===== src/rtl/cc_pkg.sv =====
package cc_pkg;
  localparam int unsigned CC_NFLAGS = 3;

  typedef enum logic {
    CC_MODE_OUT = 1'b0,
    CC_MODE_IN  = 1'b1
  } cc_mode_e;

  typedef struct packed {
    logic lost;
    logic cap;
    logic hit;
  } cc_flags_t;
endpackage


===== src/rtl/cc_rst_sync.sv =====
module cc_rst_sync #(
  parameter int unsigned STAGES = 2
) (
  input  logic clk,
  input  logic rst_n,
  output logic rst_n_sync
);
  logic [STAGES-1:0] sync_q;

  always_ff @(posedge clk or negedge rst_n) begin
    if (!rst_n) sync_q <= '0;
    else        sync_q <= {sync_q[STAGES-2:0], 1'b1};
  end

  assign rst_n_sync = sync_q[STAGES-1];
endmodule


===== src/rtl/cc_regs.sv =====
module cc_regs
  import cc_pkg::*;
#(
  parameter int unsigned WIDTH = 16
) (
  input  logic             clk,
  input  logic             rst_n,
  input  cc_mode_e         mode,
  input  logic             preload_en,
  input  logic             wr_en,
  input  logic [WIDTH-1:0] wr_data,
  input  logic             update_evt,
  input  logic             cap_in,
  input  logic [WIDTH-1:0] count,
  output logic [WIDTH-1:0] shadow_q,
  output logic [WIDTH-1:0] thresh_q,
  output logic             cap_evt
);
  logic             pin_q;
  logic [WIDTH-1:0] shadow_d, thresh_d;
  logic             shadow_en, thresh_en;

  assign cap_evt = (mode == CC_MODE_IN) && cap_in && !pin_q;

  always_comb begin
    shadow_en = 1'b0;
    shadow_d  = shadow_q;
    if (mode == CC_MODE_IN) begin
      if (cap_evt) begin
        shadow_en = 1'b1;
        shadow_d  = count;
      end
    end else if (wr_en) begin
      shadow_en = 1'b1;
      shadow_d  = wr_data;
    end
  end

  always_comb begin
    thresh_en = 1'b0;
    thresh_d  = thresh_q;
    if (mode == CC_MODE_OUT) begin
      if (!preload_en) begin
        if (wr_en) begin
          thresh_en = 1'b1;
          thresh_d  = wr_data;
        end
      end else if (update_evt) begin
        thresh_en = 1'b1;
        thresh_d  = shadow_q;
      end
    end
  end

  always_ff @(posedge clk or negedge rst_n) begin
    if (!rst_n) begin
      pin_q    <= 1'b0;
      shadow_q <= '0;
      thresh_q <= '0;
    end else begin
      pin_q <= cap_in;
      if (shadow_en) shadow_q <= shadow_d;
      if (thresh_en) thresh_q <= thresh_d;
    end
  end

  assert_input_write_ignored_R8: assert property (@(posedge clk) disable iff (!rst_n)
    (mode == CC_MODE_IN && !cap_evt) |=> $stable(shadow_q));

  assert_capture_loads_count_R7: assert property (@(posedge clk) disable iff (!rst_n)
    cap_evt |=> (shadow_q == $past(count)));

  assert_thresh_held_R4: assert property (@(posedge clk) disable iff (!rst_n)
    (mode == CC_MODE_IN || (preload_en && !update_evt)) |=> $stable(thresh_q));
endmodule


===== src/rtl/cc_compare.sv =====
module cc_compare
  import cc_pkg::*;
#(
  parameter int unsigned WIDTH = 16
) (
  input  logic             clk,
  input  logic             rst_n,
  input  cc_mode_e         mode,
  input  logic [WIDTH-1:0] count,
  input  logic [WIDTH-1:0] thresh,
  output logic             oc_q,
  output logic             hit
);
  logic oc_d;

  always_comb begin
    oc_d = (mode == CC_MODE_OUT) && (count < thresh);
    hit  = (mode == CC_MODE_OUT) && (count == thresh);
  end

  always_ff @(posedge clk or negedge rst_n) begin
    if (!rst_n) oc_q <= 1'b0;
    else        oc_q <= oc_d;
  end

  assert_oc_low_in_capture_R5: assert property (@(posedge clk) disable iff (!rst_n)
    (mode == CC_MODE_IN) |=> !oc_q);
endmodule


===== src/rtl/cc_flags.sv =====
module cc_flags
  import cc_pkg::*;
(
  input  logic      clk,
  input  logic      rst_n,
  input  logic      hit_set,
  input  logic      cap_set,
  input  cc_flags_t clr,
  output cc_flags_t flags_q
);
  cc_flags_t flags_d;

  always_comb begin
    flags_d.hit  = hit_set | (flags_q.hit  & ~clr.hit);
    flags_d.cap  = cap_set | (flags_q.cap  & ~clr.cap);
    flags_d.lost = (cap_set & flags_q.cap) | (flags_q.lost & ~clr.lost);
  end

  always_ff @(posedge clk or negedge rst_n) begin
    if (!rst_n) flags_q <= '0;
    else        flags_q <= flags_d;
  end

  assert_lost_needs_pending_R9: assert property (@(posedge clk) disable iff (!rst_n)
    $rose(flags_q.lost) |-> $past(flags_q.cap));

  assert_capture_sets_flag_R9: assert property (@(posedge clk) disable iff (!rst_n)
    cap_set |=> flags_q.cap);
endmodule


===== src/rtl/cc_channel.sv =====
module cc_channel
  import cc_pkg::*;
#(
  parameter int unsigned WIDTH = 16
) (
  input  logic             clk,
  input  logic             rst_n,
  input  logic             mode_in,
  input  logic             preload_en,
  input  logic             wr_en,
  input  logic [WIDTH-1:0] wr_data,
  output logic [WIDTH-1:0] rd_data,
  input  logic [WIDTH-1:0] count,
  input  logic             update_evt,
  input  logic             cap_in,
  input  logic [2:0]       flag_clr,
  output logic             oc_out,
  output logic [2:0]       flags_out
);
  logic             rst_n_int;
  cc_mode_e         mode;
  logic [WIDTH-1:0] shadow, thresh;
  logic             cap_evt, hit;
  cc_flags_t        flags, clr;

  assign mode = cc_mode_e'(mode_in);
  assign clr  = cc_flags_t'(flag_clr);

  cc_rst_sync #(.STAGES(2)) rst_i (
    .clk(clk), .rst_n(rst_n), .rst_n_sync(rst_n_int)
  );

  cc_regs #(.WIDTH(WIDTH)) regs_i (
    .clk(clk), .rst_n(rst_n_int), .mode(mode), .preload_en(preload_en),
    .wr_en(wr_en), .wr_data(wr_data), .update_evt(update_evt),
    .cap_in(cap_in), .count(count), .shadow_q(shadow), .thresh_q(thresh),
    .cap_evt(cap_evt)
  );

  cc_compare #(.WIDTH(WIDTH)) cmp_i (
    .clk(clk), .rst_n(rst_n_int), .mode(mode), .count(count),
    .thresh(thresh), .oc_q(oc_out), .hit(hit)
  );

  cc_flags flg_i (
    .clk(clk), .rst_n(rst_n_int), .hit_set(hit), .cap_set(cap_evt),
    .clr(clr), .flags_q(flags)
  );

  assign rd_data   = shadow;
  assign flags_out = flags;

  assert_hit_flag_set_R6: assert property (@(posedge clk) disable iff (!rst_n_int)
    (mode_in == 1'b0 && count == thresh) |=> flags_out[0]);

  assert_direct_load_R3: assert property (@(posedge clk) disable iff (!rst_n_int)
    (mode_in == 1'b0 && !preload_en && wr_en) |=> (thresh == $past(wr_data)));
endmodule


===== config.mk =====
export PLATFORM = sky130hd
export DESIGN_NAME = cc_channel
export DESIGN_NICKNAME = d
export VERILOG_FILES = /design/src/rtl/cc_pkg.sv /design/src/rtl/cc_rst_sync.sv /design/src/rtl/cc_regs.sv /design/src/rtl/cc_compare.sv /design/src/rtl/cc_flags.sv /design/src/rtl/cc_channel.sv
export SDC_FILE = /design/constraint.sdc
export NUM_CORES = 1
export LEC_CHECK = 0
export ABC_AREA = 1
export CAP_MARGIN = 40
export CORE_MARGIN = 2
export CORE_UTILIZATION = 43
export DETAILED_ROUTE_END_ITERATION = 16
export PLACE_DENSITY = 0.76
export SLEW_MARGIN = 20
export SYNTH_ARGS = -nofsm -noshare
export SYNTH_HDL_FRONTEND = slang
export SYNTH_SLANG_ARGS = --single-unit
export TNS_END_PERCENT = 30

===== constraint.sdc =====
create_clock -name clk -period 1.15 [get_ports clk]
set_input_delay 0.115 -clock clk [delete_from_list [all_inputs] [get_ports clk]]
set_output_delay 0.115 -clock clk [all_outputs]
set_load 0.03 [all_outputs]

==> results of run 1 <==
-- power groups by stage --
stage	logic, mW	registers, mW	clock network [mW]
5_1_grt	1.73	1.72	1.27
3_3_place_gp	1.28	1.70	0
6_report	1.57	1.70	1.21
4_1_cts	1.39	1.69	1.21
3_5_place_dp	1.32	1.71	0
2_1_floorplan	0.580	1.90	0
-- cells in the mapped netlist --
master,instances
a21o_1,1
a21oi_1,5
a21oi_2,1
a31oi_1,16
buf_1,1
buf_2,3
buf_4,3
buf_6,3
clkbuf_1,3
clkbuf_2,1
conb_1,1
dfrtp_1,39
ha_1,16
inv_1,44
inv_2,1
mux2i_1,1
nand2_1,67
nand2_4,2
nand3_1,5
nor2_1,23
nor2_8,1
o211ai_1,15
o21ai_0,18
o21ai_1,1
o22ai_1,1
-- final cells by class --
type | instances | area (sq um) | area share [%]
inverters | 45 | 168.9 | 5.073
well taps | 70 | 87.58 | 2.631
flip-flops and latches | 39 | 977.2 | 29.35
repair buffers | 82 | 818.3 | 24.58
clock inverters | 2 | 35.03 | 1.052
multi-input cells | 174 | 1160 | 34.84
clock buffers | 6 | 82.58 | 2.480
-- layer usage --
metal | share of wire, % | vias to the layer above
li1 | - | 1026
met4 | 1.0 | 0
met3 | 4.7 | 6
met5 | 0 | -
met2 | 51 | 59
met1 | 43 | 966
-- timing repair --
item                       CTS  global route
resized for setup           23            32
gates cloned                 0             3
pin swaps                    5             6
setup endpoints to repair   10            31
hold endpoints to repair     2             0
hold buffers                 1             0
setup buffers                1             2
-- sequential cells by signal, summed over array words and instances, names as in the netlist --
name,cells
cmp_i.oc_q,1
flg_i.flags_q,3
regs_i.pin_q,1
regs_i.shadow_q,16
regs_i.thresh_q,16
rst_i.sync_q,2
-- worst max path at each step --
stage	startpoint	to	slack [ns]
2_1_floorplan	regs_i.thresh_q[15]	cmp_i.oc_q	0.05
3_3_place_gp	count[15]	flg_i.flags_q[0]	-0.28
3_5_place_dp	count[11]	flg_i.flags_q[0]	-0.32
4_1_cts	regs_i.thresh_q[15]	flg_i.flags_q[0]	-0.04
5_1_grt	regs_i.thresh_q[10]	cmp_i.oc_q	-0.17
6_report	regs_i.thresh_q[10]	cmp_i.oc_q	-0.12
-- cell families (layout without fill, tap and decap cells) --
family,after synthesis,count (layout),share of synthesized area (%)
mux,1,1,0.4528
flops,39,39,44.14
simple gates,98,98,18.34
fa+ha+maj,16,16,9.055
compound gates,58,58,16.07
other cells,1,1,0.1696
buf+inv,59,135,11.77
-- layout by cell type, fill, tap and decap left out, types with 3 or more instances in the layout --
cell              n
dfrtp_1          38
o21ai_1           4
o211ai_1         15
a31oi_1          15
clkbuf_8          6
clkbuf_16         3
buf_4            29
nand3_2           3
clkbuf_2          4
nor2_1           18
buf_12            4
nor2_2            3
ha_4              7
o21ai_0          13
nand2_1          66
inv_2             9
ha_1              9
clkdlybuf4s50_1  39
a21oi_1           3
inv_1            36
-- stage by stage --
| stage | utilization (%) | setup TNS [ns] | instance area, sq um |
|---|---|---|---|
| final | 66.03 | -0.1741 | 3329 |
| after global routing | 66.03 | -0.4535 | 3329 |
| after CTS | 62.13 | -0.05885 | 3133 |
| after detailed placement | 58.19 | -8.203 | 2934 |
| after global placement | 58.19 | -6.984 | 2934 |
| after floorplan | - | 0 | 2212 |
==> impl_results.md, run 1 <==
- Io pins: 62
- Root Buffer: clkbuf_8
- Mapped cell area: 0.002211 sq mm
- Detail Placement HPWL: 3768 microns
- Die Y: 75.71 microns
- Sw Ratio: 33.13%
- Met1 usage: 24.18%
- Critical path type: register to register
- CP Cell Sequence: inv_1 > ha_1 > nand2_1 > inv_2 > nand2_1 > nand2_1 > nand2_1 > nand3_2 > a21oi_2
- Max incr delay on CP: 0.38 ns
- Register-to-register setup slack: -0.12 ns
- H-tree levels: 2
- Reg clk slew, reported paths: 0.08 ns
- Final WL: 5875 microns
- Fin crit share: 110.4%
- Worst path bufs/invs: 2
- ANT cells: 0
- Pwr Density: 1343 mW/mm^2
- Critical-path top delay cell: dfrtp_1
- DR iter-0 viols: 158
- Seq/Total Area, Yosys: 44.14%
- Leak Pwr: 1.594 nW
- Mapped Nets: 330
- Netlist cell types: 25
- Clock Tree Buf Depth: 2
- Synth top area share: 44.14%
- DR DRC count: 0
- Crit start category: register
- Highest Clock Rate: 787.9 MHz
- Cells after DPL: 403
- Combinational share of power: 35.1%
- GRT met2 Usage: 34.69%
- Initial antenna violation count: 0
- Hold_ws: 0.2307 ns
- Avg Cell Area, Syn: 8.128 sq um
- Status: finished, violations left
- Final Setup Violations: 2
- Cell count after synthesis: 272
- Peak supply drop: 0.0009668 V
- Layout cells sized above 1: 24.14%
- Clock tree from TritonCTS: yes
- FF-to-FF path depth: 9
- Detailed Routing Iterations Pass 1: 4
- WP data arrival: 1.49 ns
- Wirelength per Cell: 14.06 microns
- Dominant cells by area after synthesis: dfrtp_1, nand2_1, ha_1
- Fin cells: 418
- RePlAce Congestion: 0.7902
- Tmin final: 1.269 ns
- Final hold violations: 0
- Clock Latency Late Sink: 0.29 ns
- Violated checks: negative setup slack
- Floorplan core area: 0.005042 sq mm
- Die footprint: 0.005731 sq mm
- Sequential share of power: 37.9%
- Reg2reg end: cmp_i.oc_q
- Maximum fanout along the worst path: 2
- Switching Power: 1.481 mW
- Yosys reg bits: 39
- Most used cell, CP: nand2_1
- Busiest layer in global routing: met2
- Total GRT Usage: 19.98%
- Initial Util: 43.85%
- Final setup margin: -0.1192 ns
- Largest net degree at the start of global routing: 38
- Die width: 75.71 microns
- Vias in the first global route: 1993
- Fill cells: 406
- Worst Skew: 0.01184 ns
- RSZ-0062 raised after global routing: true
- Logic depth of the worst path, buffers included: 9
- Global Route met3 Usage: 6.085%
- Hold crit path type: register to asynchronous set/reset pin
- Sink Count: 39
- Global route overflow: 0
- Pre-CTS setup slack: -0.3221 ns
- IO Port Bufs: 61
- Clock power frac: 27.0%
- Pwr Total: 4.470 mW
- Int Pwr: 2.990 mW
- Vias per cell: 4.921
- Remaining antenna violation count: 0
- Largest delay share family, worst path: flip-flops
- Maxcap violations: 0
- Ys Warns: 0
- Required @ worst endpoint: 1.37 ns
- Global-route wire length before repair: 8666 microns
- Vias: 2057
- CP endpoint kind: register
- P&R area growth vs syn: 50.59%
- Rows: 26
- Max Slew Vio Count: 0
- TritonCTS Buffers: 5
- Reg2reg start: regs_i.thresh_q[10]
- Post-synth top area cell: dfrtp_1
- Nets@finish: 405
No activity file was read; power rests on OpenSTA's default activity.
==> inputs of run 2 (changes only) <==
--- a/config.mk
+++ b/config.mk
@@ -8,9 +8,10 @@
 export ABC_AREA = 1
 export CAP_MARGIN = 40
 export CORE_MARGIN = 2
-export CORE_UTILIZATION = 43
+export CORE_UTILIZATION = 57
 export DETAILED_ROUTE_END_ITERATION = 16
-export PLACE_DENSITY = 0.76
+export DONT_BUFFER_PORTS = 1
+export PLACE_DENSITY = 0.75
 export SLEW_MARGIN = 20
 export SYNTH_ARGS = -nofsm -noshare
 export SYNTH_HDL_FRONTEND = slang
==> impl_results.md, run 2 (same netlist as run 1, synthesis figures left out) <==
- Total GRT Usage: 28.17%
- Final hold violations: 0
- Clock tree from TritonCTS: yes
- Die Y: 66.28 microns
- Global route overflow: 0
- Hold crit path type: input port to register
- Sink Count: 39
- Highest Clock Rate: 820.2 MHz
- RePlAce Congestion: 0.7603
- WP data arrival: 1.44 ns
- Initial Util: 59.94%
- Met1 usage: 36.33%
- Critical path endpoint: cmp_i.oc_q
- Fin cells: 383
- Worst Max-Slew Pin Slew: 0.6640 ns
- Hold_ws: 0.01395 ns
- Critical path type: register to register
- Worst slew margin: 55.73%
- Crit start category: register
- Global Route met3 Usage: 6.303%
- Clock Tree Buf Depth: 2
- Remaining antenna violation count: 0
- Storage cell area: 977.2 sq um
- CP Cell Sequence: inv_2 > ha_4 > a21oi_1 > nand2_1 > nand2_1 > nand3_1 > a21oi_1
- DR iter-0 viols: 218
- Peak supply drop: 0.0008709 V
- IO Port Bufs: 0
- Initial antenna violation count: 0
- Reg2reg start: regs_i.thresh_q[11]
- Rows: 22
- Max Slew Vio Count: 0
- Final WL: 6190 microns
- Critical path startpoint: regs_i.thresh_q[11]
- Most frequent cells in the layout: nand2_1, dlygate4sd3_1, dfrtp_1
- FF-to-FF path depth: 7
- Reg2reg end: cmp_i.oc_q
- Pwr Total: 3.987 mW
- Util after Layout: 84.33%
- Status: finished, violations left
- Commonest non-fill, non-tap cell in the layout: nand2_1
- RSZ-0062 raised after global routing: true
- Leak Pwr: 1.508 nW
- Pwr Density: 1282 mW/mm^2
- Clock Latency Late Sink: 0.29 ns
- Global-route wire length before repair: 9246 microns
- TritonCTS Buffers: 5
- Logic depth of the worst path, buffers included: 7
- Reg clk slew, reported paths: 0.07 ns
- Vias per cell: 5.577
- DR DRC count: 0
- Die width: 66.28 microns
- Maxcap violations: 0
- P&R area growth vs syn: 40.69%
- Maximum fanout along the worst path: 2
- Violated checks: negative setup slack
- Final setup margin: -0.06921 ns
- Layout cells sized above 1: 19.40%
- ANT cells: 0
- Die footprint: 0.004393 sq mm
- Floorplan core area: 0.003689 sq mm
- Vias: 2136
- Multi-input logic area: 0.001097 sq mm
- Wirelength per Cell: 16.16 microns
- CP endpoint kind: register
- Tmin final: 1.219 ns
- Detailed Routing Iterations Pass 1: 5
- Critical-path top delay cell: dfrtp_1
- Fill cells: 205
- Register-to-register setup slack: -0.07 ns
- Nets@finish: 393
- H-tree levels: 2
- Root Buffer: clkbuf_8
- Detail Placement HPWL: 3378 microns
- Required @ worst endpoint: 1.37 ns
- Worst path bufs/invs: 1
- Max incr delay on CP: 0.38 ns
- Largest net degree at the start of global routing: 38
- Fin crit share: 106.0%
- Worst Skew: 0.008251 ns
- Regs by FF count: regs_i.shadow_q x16, regs_i.thresh_q x16, flg_i.flags_q x3
- Cells after DPL: 331
- Vias in the first global route: 2012
- Final Setup Violations: 2
- Busiest layer in global routing: met2
- Largest delay share family, worst path: flip-flops
- GRT met2 Usage: 46.00%
- Io pins: 62
run 2: final cells by class:
cell class	count	share of cell area [%]
Tap cell	48	1.931
Multi-Input combinational cell	174	35.28
Inverter	45	5.430
Sequential cell	39	31.42
Clock buffer	7	2.454
Timing Repair Buffer	70	23.49
run 2: routing by layer:
metal  share of wire (%)  vias to the layer above  wire length, microns
li1                    -                     1000                     -
met1                  40                     1011                  2465
met2                  50                      110                  3079
met3                 8.2                       15                   506
met4                 2.2                        0                   139
met5                   0                        -                     0
run 2: how the worst min path moves through the flow:
stage                          end  slack, ns  depth (start not counted)   startpoint
6_report       regs_i.thresh_q[12]       0.01                          2  wr_data[12]
5_1_grt         regs_i.thresh_q[1]       0.02                          2   wr_data[1]
4_1_cts        regs_i.thresh_q[12]      0.001                          2  wr_data[12]
3_5_place_dp       rst_i.sync_q[1]      -0.18                          0        rst_n
3_3_place_gp       rst_i.sync_q[0]      -0.18                          0        rst_n
2_1_floorplan      rst_i.sync_q[0]      -0.18                          0        rst_n
run 2: power breakdown:
part	internal [mW]	total [mW]	switching (mW)	leakage, nW
combinational	0.620	1.41	0.785	1.01
clock	0.418	0.869	0.451	0.0383
sequential	1.58	1.71	0.137	0.459
run 2: repair_timing:
item	in CTS	in global routing
endpoints found under the setup margin	2	18
hold buffers	40	0
cloned	0	3
pin swaps	3	6
hold endpoints to repair	32	0
resized for setup	15	14
setup buffers	0	2
run 2: worst register-to-register path, stage by stage, from the launching register on:
cell	delay, ns
dfrtp_1	0.38
inv_2	0.08
ha_4	0.21
a21oi_1	0.16
nand2_1	0.08
nand2_1	0.06
nand3_1	0.07
a21oi_1	0.12
run 2: stage by stage:
stage | setup TNS, ns | area [sq um] | setup slack (ns)
6_report | -0.1200 | 3110 | -0.06921
2_1_floorplan | 0 | 2212 | 0.04530
3_3_place_gp | -0.08932 | 2419 | -0.06196
5_1_grt | -0.5650 | 3110 | -0.1487
4_1_cts | -0.09348 | 2963 | -0.03070
3_5_place_dp | -0.1235 | 2419 | -0.08296
